File: config.mk
export PLATFORM = sky130hd
export DESIGN_NAME = cfd_detector
export DESIGN_NICKNAME = d
export VERILOG_FILES = /design/src/rtl/cfd_pkg.sv /design/src/rtl/cfd_value_scaler.sv /design/src/rtl/cfd_fault_run.sv /design/src/rtl/cfd_detector.sv
export SDC_FILE = /design/constraint.sdc
export NUM_CORES = 1
export LEC_CHECK = 0
export ABC_AREA = 0
export BUFFER_PORTS_ARGS = -buffer_cell sky130_fd_sc_hd__buf_2
export CAP_MARGIN = 20
export CORE_ASPECT_RATIO = 1.1
export CORE_MARGIN = 3
export CORE_UTILIZATION = 25
export DETAILED_ROUTE_END_ITERATION = 7
export SYNTH_ARGS = -nofsm -noshare
export SYNTH_HDL_FRONTEND = slang
export SYNTH_SLANG_ARGS = --single-unit
File: constraint.sdc
create_clock -name clk -period 2.7 [get_ports clk]
set_input_delay 0.405 -clock clk [delete_from_list [all_inputs] [get_ports clk]]
set_output_delay 0.405 -clock clk [all_outputs]
set_load 0.005 [all_outputs]
File: src/rtl/cfd_pkg.sv
package cfd_pkg;
  parameter int CFD_EXP_W     = 4;
  parameter int CFD_MANT_W    = 20;
  parameter int CFD_THR_RES_W = 12;
  parameter int CFD_FC_W      = 2;
  parameter int CFD_NUM_CH    = 4;

  typedef enum logic {SIDE_LO = 1'b0, SIDE_HI = 1'b1} cfd_side_e;
endpackage

File: src/rtl/cfd_value_scaler.sv
module cfd_value_scaler #(
  parameter int EXP_W  = 4,
  parameter int MANT_W = 20,
  parameter int OUT_W  = 35
) (
  input  logic [EXP_W-1:0]  exp_i,
  input  logic [MANT_W-1:0] mant_i,
  output logic [OUT_W-1:0]  value_o
);
  always_comb begin
    value_o = OUT_W'(mant_i) << exp_i;
  end
endmodule

File: src/rtl/cfd_fault_run.sv
module cfd_fault_run #(
  parameter int FC_W = 2
) (
  input  logic            clk,
  input  logic            rst_n,
  input  logic            sample_i,
  input  logic            fault_i,
  input  logic [FC_W-1:0] code_i,
  output logic            hit_o
);
  localparam int MAX_RUN = 1 << ((1 << FC_W) - 1);
  localparam int CNT_W   = $clog2(MAX_RUN) + 1;

  logic [CNT_W-1:0] cnt_q;
  logic [CNT_W-1:0] cnt_inc;
  logic [CNT_W-1:0] need;

  always_comb begin
    cnt_inc = (cnt_q == CNT_W'(MAX_RUN)) ? cnt_q : cnt_q + 1'b1;
    need    = CNT_W'(1) << code_i;
    hit_o   = sample_i && fault_i && (cnt_inc >= need);
  end

  always_ff @(posedge clk or negedge rst_n) begin
    if (!rst_n)        cnt_q <= '0;
    else if (sample_i) cnt_q <= fault_i ? cnt_inc : '0;
  end

  AST_RUN_BOUND: assert property (@(posedge clk) disable iff (!rst_n)
    cnt_q <= CNT_W'(MAX_RUN));
  AST_RUN_RESTART: assert property (@(posedge clk) disable iff (!rst_n)
    (sample_i && !fault_i) |=> (cnt_q == '0));
  AST_RUN_IDLE: assert property (@(posedge clk) disable iff (!rst_n)
    !sample_i |=> $stable(cnt_q));
endmodule

File: src/rtl/cfd_detector.sv
module cfd_detector
  import cfd_pkg::*;
#(
  parameter int EXP_W     = CFD_EXP_W,
  parameter int MANT_W    = CFD_MANT_W,
  parameter int THR_RES_W = CFD_THR_RES_W,
  parameter int FC_W      = CFD_FC_W,
  parameter int NUM_CH    = CFD_NUM_CH,
  localparam int CH_W     = EXP_W + MANT_W,
  localparam int SEL_W    = $clog2(NUM_CH),
  localparam int THR_W    = EXP_W + THR_RES_W
) (
  input  logic                    clk,
  input  logic                    rst_n,
  input  logic [NUM_CH*CH_W-1:0]  ch_res,
  input  logic                    in_valid,
  output logic                    in_ready,
  input  logic [SEL_W-1:0]        thr_ch_sel,
  input  logic [THR_W-1:0]        thr_lo,
  input  logic [THR_W-1:0]        thr_hi,
  input  logic [FC_W-1:0]         fault_code,
  input  logic                    latch_en,
  input  logic                    int_pol,
  input  logic                    flag_clr,
  output logic                    flag_hi,
  output logic                    flag_lo,
  output logic                    int_out
);
  localparam int WIDE_W    = MANT_W + (1 << EXP_W) - 1;
  localparam int THR_SHIFT = MANT_W - THR_RES_W;

  logic [CH_W-1:0]   ch_arr [NUM_CH];
  logic [CH_W-1:0]   ch_pick;
  logic [WIDE_W-1:0] smp_val;
  logic [WIDE_W-1:0] bound_val [2];
  logic [THR_W-1:0]  bound_raw [2];
  logic              side_fault [2];
  logic              side_hit [2];
  logic              rdy_q;
  logic              fire;

  genvar gi;
  generate
    for (gi = 0; gi < NUM_CH; gi++) begin : g_unpack
      assign ch_arr[gi] = ch_res[gi*CH_W +: CH_W];
    end
  endgenerate

  assign ch_pick  = ch_arr[thr_ch_sel];
  assign in_ready = rdy_q;
  assign fire     = in_valid && rdy_q;

  always_ff @(posedge clk or negedge rst_n) begin
    if (!rst_n) rdy_q <= 1'b0;
    else        rdy_q <= 1'b1;
  end

  cfd_value_scaler #(.EXP_W(EXP_W), .MANT_W(MANT_W), .OUT_W(WIDE_W)) u_smp_scale (
    .exp_i  (ch_pick[CH_W-1 -: EXP_W]),
    .mant_i (ch_pick[MANT_W-1:0]),
    .value_o(smp_val)
  );

  assign bound_raw[SIDE_LO] = thr_lo;
  assign bound_raw[SIDE_HI] = thr_hi;

  generate
    for (gi = 0; gi < 2; gi++) begin : g_side
      cfd_value_scaler #(.EXP_W(EXP_W), .MANT_W(MANT_W), .OUT_W(WIDE_W)) u_bound_scale (
        .exp_i  (bound_raw[gi][THR_W-1 -: EXP_W]),
        .mant_i ({bound_raw[gi][THR_RES_W-1:0], {THR_SHIFT{1'b0}}}),
        .value_o(bound_val[gi])
      );
      if (gi == SIDE_HI) begin : g_hi_cmp
        assign side_fault[gi] = smp_val > bound_val[gi];
      end else begin : g_lo_cmp
        assign side_fault[gi] = smp_val < bound_val[gi];
      end
      cfd_fault_run #(.FC_W(FC_W)) u_run (
        .clk     (clk),
        .rst_n   (rst_n),
        .sample_i(fire),
        .fault_i (side_fault[gi]),
        .code_i  (fault_code),
        .hit_o   (side_hit[gi])
      );
    end
  endgenerate

  always_ff @(posedge clk or negedge rst_n) begin
    if (!rst_n) begin
      flag_hi <= 1'b0;
      flag_lo <= 1'b0;
    end else if (latch_en) begin
      if (side_hit[SIDE_HI])  flag_hi <= 1'b1;
      else if (flag_clr)      flag_hi <= 1'b0;
      if (side_hit[SIDE_LO])  flag_lo <= 1'b1;
      else if (flag_clr)      flag_lo <= 1'b0;
    end else begin
      if (fire) begin
        flag_hi <= side_hit[SIDE_HI];
        flag_lo <= side_hit[SIDE_LO];
      end else if (flag_clr) begin
        flag_hi <= 1'b0;
        flag_lo <= 1'b0;
      end
    end
  end

  assign int_out = int_pol ? (flag_hi | flag_lo) : ~(flag_hi | flag_lo);

  AST_LATCH_HOLD: assert property (@(posedge clk) disable iff (!rst_n)
    (latch_en && flag_hi && !flag_clr) |=> flag_hi);
  AST_LATCH_CLEAR: assert property (@(posedge clk) disable iff (!rst_n)
    (latch_en && flag_clr && !fire) |=> (!flag_hi && !flag_lo));
  AST_TRANSP_DROP: assert property (@(posedge clk) disable iff (!rst_n)
    (!latch_en && fire && !side_fault[SIDE_HI]) |=> !flag_hi);
  AST_IDLE_STABLE: assert property (@(posedge clk) disable iff (!rst_n)
    (!in_valid && !flag_clr) |=> ($stable(flag_hi) && $stable(flag_lo)));
  AST_READY_UP: assert property (@(posedge clk) disable iff (!rst_n)
    in_ready |=> in_ready);
endmodule

## After elaboration in Yosys (flattened, before gate mapping)

Index checks and enable logic that the tools add are counted.

- ROM bits: 0
- Memory bits (writable): 0
- Bits in latches: 0
- Bits of input ports: 138
- Word-level logic and storage cells: 42
- Register bits after elaboration: 11
- Output and inout bits: 4
- Memories: 0

- Add/subtract/negate cells: 2
- Eq/ne operators: 2
- Divide/modulo/power cells: 0
- Bitwise logic cells: 3
- Magnitude comparators: 5
- Muxes and demuxes: 16
- Multiply operators: 0
- Reduce and logical (&&, ||, !) cells: 5
- Shifts and indexed selects: 4

Operators with widths:

| kind | number |
|---|---|
| left shift 20 x 4 -> 35 bit | 3 |
| binary-select mux 24 bit (select 2 bit) | 1 |
| 2-to-1 mux 24 bit | 2 |
| greater-than comparator 35 bit | 1 |
| < comparator 35 bit | 1 |
| 2-to-1 mux 4 bit | 4 |
| 2-to-1 mux 1 bit | 9 |
| adder 4 x 1 -> 4 bit, second input constant | 2 |
| equality test 4 bit, second input constant | 2 |
| greater-or-equal comparator 4 bit | 2 |
| logical AND 1 bit | 5 |
| left shift 1 x 2 -> 4 bit, first input constant | 1 |
| greater-or-equal comparator 3 bit, second input constant | 1 |
| NOT 2 -> 3 bit | 1 |
| NOT 1 bit | 1 |
| OR 1 bit | 1 |

## Depth between registers and ports, before layout

- Depth in word-level cells: 10
- Depth in mapped cells: 19

## Hierarchy

From an unflattened synthesis, not the netlist that was laid out.

- Cell total of the unflattened synthesis: 853
- Area total of the unflattened synthesis: 6374.9 µm²

By module, submodules not included:

| module | times used | area an instance (µm²) | sequential area each (µm²) | cells an instance |
|---|---|---|---|---|
| cfd_value_scaler | 3 | 1063.5 | 0.0 | 159 |
| cfd_detector | 1 | 2473.6 | 75.1 | 290 |
| cfd_fault_run | 2 | 355.3 | 100.1 | 43 |

## Worst setup path after synthesis

OpenSTA, ideal clock, no wires.

- Kind: input port to flip-flop
- Start point: in thr_ch_sel[1]
- End point: reg g_side[0].u_run.cnt_q[0]
- Required time: 2.632 ns
- Buffers on the path: 3
- Setup time: 0.068 ns
- Path slack: -1.260 ns
- Data arrival time: 3.892 ns
- Stages: 17
- Cell sequence: buf_2 -> buf_2 -> clkbuf_1 -> mux4_2 -> mux2_2 -> a21oi_1 -> nand2_1 -> o21ai_0 -> nor2_1 -> ha_1 -> a21o_1 -> a21o_1 -> a21o_1 -> a21oi_1 -> o211ai_1 -> o32ai_1 -> a22o_1

- Word-level cells in the longest chain between the ends: 7

RTL lines:

| element | RTL line | source |
|---|---|---|
| from (decl) | cfd_detector.sv:18 | `input logic [SEL_W-1:0] thr_ch_sel,` |
| NOT 2 -> 3 bit (implied by the code) | cfd_detector.sv:49 | `assign ch_pick = ch_arr[thr_ch_sel];` |
| binary-select mux 24 bit (select 2 bit) | cfd_detector.sv:49 |  |
| 2-to-1 mux 24 bit (implied by the code) (2 in series) | cfd_detector.sv:49 |  |
| left shift 20 x 4 -> 35 bit | cfd_value_scaler.sv:11 | `value_o = OUT_W'(mant_i) << exp_i;` |
| < comparator 35 bit | cfd_detector.sv:77 | `assign side_fault[gi] = smp_val < bound_val[gi];` |
| 2-to-1 mux 4 bit | cfd_fault_run.sv:26 | `else if (sample_i) cnt_q <= fault_i ? cnt_inc : '0;` |
| to (signal assigned) | cfd_fault_run.sv:26 |  |
| to (decl) | cfd_fault_run.sv:14 | `logic [CNT_W-1:0] cnt_q;` |

No other way between the ends. The select of a mux whose other input is x is not followed.
A chain may end at the register's enable or synchronous reset.

## Worst setup path after layout

- Start point: in thr_ch_sel[0]
- End point: reg g_side[1].u_run.cnt_q[0]

- Word-level cells in the longest chain between the ends: 7

RTL lines:

| element | RTL line | source |
|---|---|---|
| NOT 2 -> 3 bit (implied by the code) | cfd_detector.sv:49 |  |
| binary-select mux 24 bit (select 2 bit) | cfd_detector.sv:49 |  |
| 2-to-1 mux 24 bit (implied by the code) (2 in series) | cfd_detector.sv:49 |  |
| left shift 20 x 4 -> 35 bit | cfd_value_scaler.sv:11 |  |
| greater-than comparator 35 bit | cfd_detector.sv:75 | `assign side_fault[gi] = smp_val > bound_val[gi];` |
| 2-to-1 mux 4 bit | cfd_fault_run.sv:26 |  |
| to (signal assigned) | cfd_fault_run.sv:26 |  |
| to (decl) | cfd_fault_run.sv:14 |  |

No other way between the ends. The select of a mux whose other input is x is not followed.

==> impl_metrics.yaml <==
pwr:
  powerDensity_nw_per_um2: 403
  worst_ir_drop_vdd_mv: 0.322
  p_total_mw: 2.86
  p_leak_nw: 3.40
die:
  ioPinCount: 142
  fp.dieW_um: 137
  fp-row-count: 52
  core_area_um2: 18400
  start_util_pct: 25.6
  die_h_um: 150
  die-area_um2: 20500
logic_synthesis:
  netlist_instances: 583
  synthTopCellsByArea: "ha_1 (18%), mux2i_1 (16%), mux4_2 (8.6%), dfrtp_1 (5.8%), a21oi_1 (5.6%)"
  synth-async-reset-ratio_pct: 100
  ys_types: 48
  synth_seq_cells: 11
  synth_edf_count: 0
  netlist_area_um2: 4710
  seq_area_frac_synth_pct: 5.85
  synth_area_leader_cell: "ha_1"
  synth_nets: 787
  yosysTopAreaCellShare_pct: 17.5
  yosysWarnings: 0
  synth.avg_cell_area_um2: 8.07
  synth_flop_cell: "dfrtp_1"
clock_tree:
  root_buffer: "clkbuf_16"
  tritoncts.num_buffers: 3
  path_clk_slew_ns: 0.04
  cts_tree: "built"
  htree_levels: 1
  clock_latency_ns: 0.23
  clk_path_buf_depth: 2
  cts_sinks: 11
grt:
  grt_pass1_vias: 5075
  top_usage_layer: "met2"
  gr-total-overflow: 0
  use_met2_pct: 25.3
  grt_pass1_wl_um: 23700
  use_met1_pct: 18.6
  grt_max_degree: 27
  antenna_found_initial: 0
  grt_usage_pct: 13.9
  grtUsageMet3_pct: 0.740
placement:
  portBuffers: 141
  gp_congestion: 0.904
  dpl_cell_area_um2: 6520
  dp_cells: 1047
  hpwl_um: 13100
timing:
  finalSetupViolCount: 10
  min_period_over_period_pct: 134
  maxSlewViolCount: 0
  setup_ws_ns: -0.905
  rsz0062_at_grt: "true"
  max_freq_ghz: 0.277
  fin_hold_ws_ns: 0.0369
  finalHoldViolations: 0
  post-route-min-period_ns: 3.60
  clock_skew_ns: 0.00302
finish:
  diodes: 0
  drive_above_1_share_pct: 47.1
  areaGrowthSynthToFinish_pct: 50.9
  final_area_um2: 7100
  utilization_pct: 38.6
  nFillCells: 1827
  layout.nets: 1026
  stdcell_count: 1064
worst_hold_path:
  min_path_type: "in -> async"
detailed_routing:
  wl_um: 15500
  drc: 0
  drtAntennaViolNets: 0
  avgViaCountPerCell: 4.97
  vias: 5286
  first_iter_violations: 209
  wl_per_cell_um: 14.6
  dr.pass1.iters: 5
status:
  violations: "setup timing"
  status: "complete, but fails checks"
worst_setup_path:
  reg2reg_slack_ns: 0.23
  critPathLaunch: "thr_ch_sel[0]"
  arrival_ns: 3.73
  path_class: "in -> reg"
  critPathMaxFanout: 6
  endpoint: "g_side[1].u_run.cnt_q[0]"
  crit_required_ns: 2.82
  ff2ff_path_depth: 13
  r2r_end: "flag_lo"
  end_kind: "flip-flop"
  critPathLaunchType: "input port"
  timing.rr.start: "g_side[0].u_run.cnt_q[0]"
run:
  drv_cap: 0
## registers in the layout (all words and copies together), names as in the netlist
name,flops
in_ready,1
flag_lo,1
g_side.u_run.cnt_q,8
flag_hi,1
## report_power, final
group	internal, mW	switching [mW]	leakage (nW)
Sequential	0.217	0.0574	0.145
Combinational	1.18	1.14	3.22
Clock	0.198	0.0665	0.0382
## Yosys cell counts, drive strengths merged, types with 2 or more instances
| cell | n |
|---|---|
| a22oi | 8 |
| nand2 | 51 |
| nor2 | 56 |
| inv | 14 |
| nand4 | 8 |
| mux2 | 21 |
| mux2i | 77 |
| nor2b | 6 |
| mux4 | 25 |
| nand2b | 11 |
| or3 | 3 |
| buf | 14 |
| a21oi | 53 |
| or2 | 9 |
| dfrtp | 11 |
| a211oi | 4 |
| a22o | 10 |
| nand3 | 18 |
| and3 | 5 |
| xnor2 | 4 |
| ha | 66 |
| o21a | 5 |
| o2111ai | 2 |
| a31oi | 5 |
| clkbuf | 21 |
| o22ai | 5 |
| o21ai | 37 |
| a21o | 15 |
| nor3 | 2 |
| o211ai | 3 |
## kinds of logic after synthesis
kind of cell / after synthesis / synth area share [%]
adder cells (fa/ha/maj): 66 / 17.5
other: 1 / 0.0797
AND/OR/NAND/NOR: 173 / 16.9
XOR/XNOR: 5 / 0.930
AO/OA/AOI/OAI: 154 / 20.2
flip-flops: 11 / 5.85
buffers and inverters: 50 / 4.65
multiplexers: 123 / 33.9
## through the flow
stage	setup slack (ns)	setup TNS [ns]
6_report	-0.905	-8.86
5_1_grt	-1.06	-10.12
4_1_cts	-0.829	-8.21
3_5_place_dp	-1.24	-12.11
3_3_place_gp	-1.25	-12.36
2_1_floorplan	-0.826	-7.96
## layout by cell type (no fill, tap or decap), types with 6 or more instances in the layout
cell type  Yosys  final
buf_2          7    140
buf_4          0    116
ha_1          66     62
mux2i_1       77     53
nand2_1       51     51
nor2_1        56     51
a21oi_1       53     39
o21ai_0       37     24
mux4_2        18     22
mux2i_2        0     20
mux2_2        21     18
nand3_1       18     18
a21o_1        15     15
a21oi_2        0     13
inv_1         13     13
nand2b_1      11     11
dfrtp_1       11     11
a22o_1        10     10
or2_2          9      9
o21ai_1        0      8
a22oi_1        8      8
nand4_1        8      8
buf_12         0      7
nor2b_1        6      6
clkbuf_16      0      6
## metal layers
layer  wire length (µm)  vias up
met4                154        0
li1                   -     2690
met2               7840      134
met1               6850     2452
met3                666       10
met5                  0        -
## worst min path at each step
| stage | start | end | slack (ns) | depth (start not counted) |
|---|---|---|---|---|
| after floorplan | rst_n | flag_hi | 0.11 | 0 |
| after global placement | rst_n | in_ready | 0.29 | 1 |
| after detailed placement | rst_n | in_ready | 0.29 | 1 |
| after CTS | rst_n | in_ready | 0.05 | 1 |
| after global routing | rst_n | in_ready | 0.06 | 1 |
| final | rst_n | g_side[1].u_run.cnt_q[3] | 0.04 | 1 |
## worst max-delay path: stages
cell and delay [ns]:
buf_12 0.09, mux4_2 0.60, clkbuf_16 0.22, mux2i_4 0.19
mux2i_2 0.22, mux2i_2 0.15, buf_4 0.15, o22ai_1 0.28
ha_1 0.33, nand4_1 0.13, buf_4 0.14, nor4_4 0.04
o21ai_1 0.08, nand3_1 0.11, o21ai_2 0.18, a41oi_2 0.06
buf_6 0.17, a22o_1 0.19
## what timing repair did
item                                    4_1_cts  5_1_grt
gates resized for setup                      11       68
hold buffers                                  0        0
endpoints found under the setup margin       10       10
cloned                                        1        4
setup buffers                                 3        6
pin swaps                                     6        7
## cell type report
| type | instances | area, µm² | share of cell area [%] |
|---|---|---|---|
| timing repair buffer | 269 | 1840 | 25.9 |
| multi-input combinational | 522 | 4550 | 64.1 |
| clock buffer | 4 | 78.8 | 1.11 |
| sequential | 11 | 275 | 3.87 |
| tap | 243 | 304 | 4.28 |
| inverter | 15 | 56.3 | 0.793 |
Power figures use the tool's default switching activity.
